## src/rtl/dma_sa_pkg.sv

```systemverilog
package dma_sa_pkg;

    localparam int CFG_W = 8;
    localparam int SRC_W = 3;

    typedef struct packed {
        logic             en;
        logic             word;
        logic             dec;
        logic             rpt;
        logic             ie;
        logic [SRC_W-1:0] src;
    } cfg_t;

    typedef enum logic [1:0] {
        ST_IDLE = 2'd0,
        ST_REQ  = 2'd1,
        ST_WAIT = 2'd2
    } xfer_st_t;

    typedef enum logic [1:0] {
        MD_IO     = 2'd0,
        MD_REPEAT = 2'd1,
        MD_HOLD   = 2'd2
    } blk_mode_t;

    function automatic blk_mode_t mode_of(cfg_t c);
        if (!c.rpt)
            return MD_IO;
        else if (!c.ie)
            return MD_REPEAT;
        else
            return MD_HOLD;
    endfunction

    // Step size: 1 for byte, 2 for word; sign picked by dec
    function automatic logic [23:0] step_addr(logic [23:0] a, logic word, logic dec);
        logic [23:0] d;
        d = word ? 24'd2 : 24'd1;
        return dec ? (a - d) : (a + d);
    endfunction

endpackage

```

## src/rtl/dma_sa_cfg.sv

```systemverilog
module dma_sa_cfg
    import dma_sa_pkg::*;
(
    input  logic             clk,
    input  logic             rst,
    input  logic             we,
    input  logic [CFG_W-1:0] wdata,
    input  logic             hw_clr_en,
    output cfg_t             cfg
);

    cfg_t cfg_q;

    always_ff @(posedge clk) begin
        if (rst) begin
            cfg_q <= '0;
        end else if (we) begin
            cfg_q <= cfg_t'(wdata);
        end else if (hw_clr_en) begin
            cfg_q.en <= 1'b0;
        end
    end

    assign cfg = cfg_q;

endmodule

```

## src/rtl/dma_sa_srcsel.sv

```systemverilog
module dma_sa_srcsel
    import dma_sa_pkg::*;
#(
    parameter int NTMR = 4
) (
    input  logic [SRC_W-1:0] src,
    input  logic [NTMR-1:0]  timer_evt,
    input  logic             sci_txe,
    input  logic             sci_rxf,
    output logic             hit,
    output logic             valid,
    output logic             to_mem
);

    localparam int CODE_TXE = NTMR;
    localparam int CODE_RXF = NTMR + 1;
    localparam int NSRC     = NTMR + 2;

    logic [NTMR-1:0] tmr_hit;

    for (genvar i = 0; i < NTMR; i++) begin : g_tmr
        assign tmr_hit[i] = timer_evt[i] && (src == SRC_W'(i));
    end

    always_comb begin
        hit = |tmr_hit;
        if (src == SRC_W'(CODE_TXE) && sci_txe) hit = 1'b1;
        if (src == SRC_W'(CODE_RXF) && sci_rxf) hit = 1'b1;
    end

    assign valid  = (32'(src) < NSRC);
    assign to_mem = (src == SRC_W'(CODE_RXF));

endmodule

```

## src/rtl/dma_sa_engine.sv

```systemverilog
module dma_sa_engine
    import dma_sa_pkg::*;
#(
    parameter int AW = 24,
    parameter int CW = 16
) (
    input  logic          clk,
    input  logic          rst,
    input  cfg_t          cfg,
    input  logic          hit,
    input  logic          valid,
    input  logic          to_mem,
    input  logic          mar_we,
    input  logic [AW-1:0] mar_wdata,
    input  logic          cnt_we,
    input  logic [CW-1:0] cnt_wdata,
    input  logic          bus_done,
    output logic          bus_req,
    output logic [AW-1:0] bus_addr,
    output logic          bus_word,
    output logic          bus_dir,
    output logic          irq,
    output logic          clr_en
);

    xfer_st_t      st_q;
    logic          pend_q;
    logic [AW-1:0] mar_q, mar_init_q;
    logic [CW-1:0] cnt_q, cnt_init_q;
    logic          dir_q, irq_q;

    blk_mode_t     mode;
    logic          start, finish, last;
    logic [CW-1:0] cnt_dec;
    logic [23:0]   stepped;

    assign mode    = mode_of(cfg);
    assign start   = (st_q == ST_IDLE) && cfg.en && valid && (hit || pend_q);
    assign finish  = (st_q == ST_WAIT) && bus_done;
    assign cnt_dec = cnt_q - CW'(1);
    assign last    = (cnt_dec == '0);
    assign stepped = step_addr(24'(mar_q), cfg.word, cfg.dec);
    assign clr_en  = finish && last && (mode == MD_IO);

    always_ff @(posedge clk) begin
        if (rst) begin
            st_q <= ST_IDLE;
        end else begin
            unique case (st_q)
                ST_IDLE: if (start)    st_q <= ST_REQ;
                ST_REQ:                st_q <= ST_WAIT;
                ST_WAIT: if (bus_done) st_q <= ST_IDLE;
                default:               st_q <= ST_IDLE;
            endcase
        end
    end

    // Single-level pending activation
    always_ff @(posedge clk) begin
        if (rst || !cfg.en || !valid) begin
            pend_q <= 1'b0;
        end else if (st_q == ST_IDLE) begin
            if (start) pend_q <= 1'b0;
        end else if (hit) begin
            pend_q <= 1'b1;
        end
    end

    always_ff @(posedge clk) begin
        if (rst) begin
            dir_q <= 1'b0;
        end else if (start) begin
            dir_q <= to_mem;
        end
    end

    always_ff @(posedge clk) begin
        if (rst) begin
            mar_q      <= '0;
            mar_init_q <= '0;
        end else if (mar_we) begin
            mar_q      <= mar_wdata;
            mar_init_q <= mar_wdata;
        end else if (finish) begin
            unique case (mode)
                MD_IO:     mar_q <= AW'(stepped);
                MD_REPEAT: mar_q <= last ? mar_init_q : AW'(stepped);
                default:   mar_q <= mar_q;
            endcase
        end
    end

    always_ff @(posedge clk) begin
        if (rst) begin
            cnt_q      <= '0;
            cnt_init_q <= '0;
        end else if (cnt_we) begin
            cnt_q      <= cnt_wdata;
            cnt_init_q <= cnt_wdata;
        end else if (finish) begin
            cnt_q <= (last && mode != MD_IO) ? cnt_init_q : cnt_dec;
        end
    end

    always_ff @(posedge clk) begin
        if (rst) irq_q <= 1'b0;
        else     irq_q <= clr_en && cfg.ie;
    end

    assign bus_req  = (st_q == ST_REQ);
    assign bus_addr = mar_q;
    assign bus_word = cfg.word;
    assign bus_dir  = dir_q;
    assign irq      = irq_q;

endmodule

```

## src/rtl/dma_short_ch.sv

```systemverilog
module dma_short_ch
    import dma_sa_pkg::*;
#(
    parameter int AW   = 24,
    parameter int CW   = 16,
    parameter int NTMR = 4
) (
    input  logic             clk,
    input  logic             rst,
    input  logic             cfg_we,
    input  logic [CFG_W-1:0] cfg_wdata,
    output logic [CFG_W-1:0] cfg_rdata,
    input  logic             mar_we,
    input  logic [AW-1:0]    mar_wdata,
    input  logic             cnt_we,
    input  logic [CW-1:0]    cnt_wdata,
    input  logic [NTMR-1:0]  timer_evt,
    input  logic             sci_txe,
    input  logic             sci_rxf,
    output logic             bus_req,
    output logic [AW-1:0]    bus_addr,
    output logic             bus_word,
    output logic             bus_dir,
    input  logic             bus_done,
    output logic             irq
);

    cfg_t cfg;
    logic hit, valid, to_mem, clr_en;

    dma_sa_cfg u_cfg (
        .clk       (clk),
        .rst       (rst),
        .we        (cfg_we),
        .wdata     (cfg_wdata),
        .hw_clr_en (clr_en),
        .cfg       (cfg)
    );

    dma_sa_srcsel #(.NTMR(NTMR)) u_src (
        .src       (cfg.src),
        .timer_evt (timer_evt),
        .sci_txe   (sci_txe),
        .sci_rxf   (sci_rxf),
        .hit       (hit),
        .valid     (valid),
        .to_mem    (to_mem)
    );

    dma_sa_engine #(.AW(AW), .CW(CW)) u_eng (
        .clk       (clk),
        .rst       (rst),
        .cfg       (cfg),
        .hit       (hit),
        .valid     (valid),
        .to_mem    (to_mem),
        .mar_we    (mar_we),
        .mar_wdata (mar_wdata),
        .cnt_we    (cnt_we),
        .cnt_wdata (cnt_wdata),
        .bus_done  (bus_done),
        .bus_req   (bus_req),
        .bus_addr  (bus_addr),
        .bus_word  (bus_word),
        .bus_dir   (bus_dir),
        .irq       (irq),
        .clr_en    (clr_en)
    );

    assign cfg_rdata = CFG_W'(cfg);

endmodule

```

## config.mk

```make
export PLATFORM = sky130hd
export DESIGN_NAME = dma_short_ch
export DESIGN_NICKNAME = d
export VERILOG_FILES = /design/src/rtl/dma_sa_pkg.sv /design/src/rtl/dma_sa_cfg.sv /design/src/rtl/dma_sa_srcsel.sv /design/src/rtl/dma_sa_engine.sv /design/src/rtl/dma_short_ch.sv
export SDC_FILE = /design/constraint.sdc
export NUM_CORES = 1
export LEC_CHECK = 0
export BUFFER_PORTS_ARGS = -buffer_cell sky130_fd_sc_hd__buf_2
export CORE_ASPECT_RATIO = 1.4
export CORE_MARGIN = 3
export CORE_UTILIZATION = 30
export CTS_BUF_LIST = sky130_fd_sc_hd__clkbuf_4 sky130_fd_sc_hd__clkbuf_8
export CTS_CLUSTER_DIAMETER = 200
export DETAILED_ROUTE_END_ITERATION = 8
export SETUP_SLACK_MARGIN = 0.5
export SLEW_MARGIN = 10
export SYNTH_ARGS = -nofsm -noshare
export SYNTH_HDL_FRONTEND = slang
export SYNTH_SLANG_ARGS = --single-unit
```

## constraint.sdc

```tcl
create_clock -name clk -period 3.9 [get_ports clk]
set_input_delay 0.195 -clock clk [delete_from_list [all_inputs] [get_ports clk]]
set_output_delay 0.195 -clock clk [all_outputs]
set_load 0.1 [all_outputs]
```

==> out/metrics.csv <==
metric,value,unit
leakage,2.858,nW
syn_area,5572,sq um
worstPathRequired,4170,ps
timing.fmax,315.4,MHz
hold_viol_final,0,
drcViolationCount,0,
critPathKind,flip-flop to flip-flop,
cts_tree,built,
viasPerCell,5.133,
startpoint_type,flip-flop,
drtIter0Drc,328,
overflow,0,
syn-instance-count,675,
setup-violations-final,0,
final_area,6480,sq um
yosysMostFrequentCell,dfxtp_1,
rsz0062_at_grt,no,
io_buffers,95,
syn_to_final_growth,16.30,%
critPathBufInv,2,
grt_use_total,15.14,%
postLayoutCoreUtil,35.86,%
tightestPinTransition,1043,ps
drv_slew,0,
cts_root_buf,clkbuf_8,
wirelength,15450,um
grt_pass1_vias,4993,
cts_buffer_depth,2,
r2r_end,u_eng.bus_addr[20]$_SDFFE_PP0P_,
min_to,u_cfg.cfg[4]$_SDFFE_PP0P_,
wl_per_cell,15.48,um
powerDensity,362.3,nW/um^2
final_cells,998,
synth_top_area_share,33.42,%
insertion_delay,390,ps
place_congestion,0.8606,
slew_headroom,30.43,%
numCtsBuffers,9,
yosysUniqueCellTypes,68,
critPathMaxFanout,5,
synthArstFlopShare,0,%
crit_cells,11,
dieWidth,121.2,um
core-area,18070,sq um
fillCellCount,1934,
worst_path_largest_cell_delay,490,ps
crit_top_cell,inv_1,
htree_levels,3,
drive_gt1_share,18.63,%
finClkSkew,19.90,ps
synth_edf_count,0,
whs_path_depth,3,
irDropWorstVdd,0.0001527,V
dr.pass1.iters,4,
netlist_top_cells_count,"dfxtp_1, nor2_1, a21oi_1, mux2i_1, nand2_1",
placed_area,6251,sq um
finalSetupTns,0,ps
fp-row-count,58,
ys.flop_type,dfxtp_1,
cap_violations,0,
dp_hpwl,11370,um
ys_seq_area_share,33.42,%
drtAntennaViolNets,0,
crit_slowest_cell,a2111oi_1,
holdCritPathClass,input port to flip-flop,
antenna_found_initial,2,
placed_cells,978,
fin_crit_sh,81.29,%
synth.largest_area_cell,dfxtp_1,
grt_max_degree,99,
rr_worst_depth,11,
synth_area_per_cell,8.254,sq um
ys_ff_latch,93,
num_vias,5123,
yosysWarningCount,0,
die_h,167.2,um
fp.dieArea,20270,sq um
num-nets-final,838,
status,"complete, no violations",
start_util,30.83,%
clk_pin_slew_worst_paths,110,ps
crit_chain,"inv_1, ha_1, inv_1, fa_1, a211oi_1, o211ai_1, a41oi_1, o22ai_1, a2111oi_1, nor4_1, a311o_1",
grt_pass1_wl,24870,um
pin_count,96,
cts.sinks,93,
cp.arrival,3440,ps
min_from,cfg_wdata[4],
endpoint_kind,flip-flop,
synthTopCellsByArea,"dfxtp_1, mux2i_1, a21oi_1",
synthesis.nets,761,
fin_crit,3170,ps
crit_family,compound AO/OA/AOI/OAI gates,
reg2reg_slack,730,ps
r2r_start,u_cfg.cfg[6]$_SDFFE_PP0P_,
-- registers in the layout (all words and copies together) (netlist names) --
signal            cells
u_cfg.cfg             8
u_eng.st_q            2
u_eng.bus_dir         1
u_eng.bus_addr       24
u_eng.mar_init_q     24
u_eng.cnt_q          16
u_eng.irq             1
u_eng.pend_q          1
u_eng.cnt_init_q     16
-- final cells by class --
type	instances	area, sq um	area share, %
diodes	1	2.502	0.03862
clock buffers	10	131.4	2.027
clock inverters	6	71.32	1.101
inverters	22	82.58	1.274
multi-input cells	520	3468	53.52
flip-flops and latches	93	1863	28.75
well taps	240	300.3	4.634
repair buffers	106	560.5	8.650
-- cells in the final DEF, fill, tap and decap left out, types with 8 or more instances in the layout --
master     n
nand2_1   45
nand3b_1   8
a21oi_1   70
ha_1      25
buf_4     12
a21o_1    11
xnor2_1   13
buf_2     94
nor3_1    22
a31oi_1    9
inv_1     22
clkbuf_8   9
mux2i_1   49
nor2b_1   12
xor2_1    17
dfxtp_1   92
o21ai_0   21
nor2_1    92
a22oi_1   11
a211oi_1  14
-- logic make-up (layout without fill, tap and decap cells) --
logic type | Yosys count | in the layout | share of synthesized area, %
AO/OA/AOI/OAI | 183 | 183 | 21.67
XOR/XNOR | 30 | 30 | 4.716
adder cells (fa/ha/maj) | 26 | 26 | 5.974
buffers and inverters | 62 | 144 | 4.469
flip-flops | 93 | 93 | 33.42
multiplexers | 51 | 51 | 9.409
other | 0 | 1 | 0
AND/OR/NAND/NOR | 230 | 230 | 20.35
-- where the power goes --
group | switching (mW) | internal, mW | total [mW]
sequential | 0.0533 | 1.01 | 1.06
clock | 0.384 | 0.308 | 0.692
combinational | 0.403 | 0.193 | 0.596
total | 0.840 | 1.51 | 2.35
-- layer usage --
metal | GRT usage (%) | up-vias | wire, um
met5 | 0 | - | 13
met4 | 5.656 | 2 | 393
met3 | 3.074 | 31 | 584
met2 | 27.59 | 94 | 7975
met1 | 17.19 | 2400 | 6486
li1 | - | 2596 | -
-- worst max path at each step --
stage	start	end
floorplan	u_cfg.cfg[6]$_SDFFE_PP0P_	u_eng.bus_addr[20]$_SDFFE_PP0P_
global placement	u_eng.cnt_q[0]$_SDFFE_PP0P_	u_eng.bus_addr[5]$_SDFFE_PP0P_
detailed placement	u_eng.cnt_q[0]$_SDFFE_PP0P_	u_eng.bus_addr[5]$_SDFFE_PP0P_
CTS	u_eng.cnt_q[0]$_SDFFE_PP0P_	u_eng.bus_addr[5]$_SDFFE_PP0P_
global route	u_eng.cnt_q[0]$_SDFFE_PP0P_	u_eng.cnt_q[15]$_SDFFE_PP0P_
finish	u_cfg.cfg[6]$_SDFFE_PP0P_	u_eng.bus_addr[20]$_SDFFE_PP0P_
-- tightest hold or removal path, cell delays in order --
cell,delay [ps]
buf_2,80
mux2i_1,50
nor2_1,70
-- through the flow --
stage	hold WS (ps)	total power, mW	worst slack [ps]
floorplan	339.7	1.538	572.0
global placement	429.7	1.675	768.8
detailed placement	439.3	1.677	663.7
CTS	14.91	2.375	635.8
global route	40.87	2.467	506.2
finish	45.05	2.348	729.6
-- what timing repair did --
action,in CTS,in global routing
setup buffers,0,3
setup endpoints to repair,0,13
hold buffers,0,0
resized for setup,0,1
(Power assumes the default switching activity.)
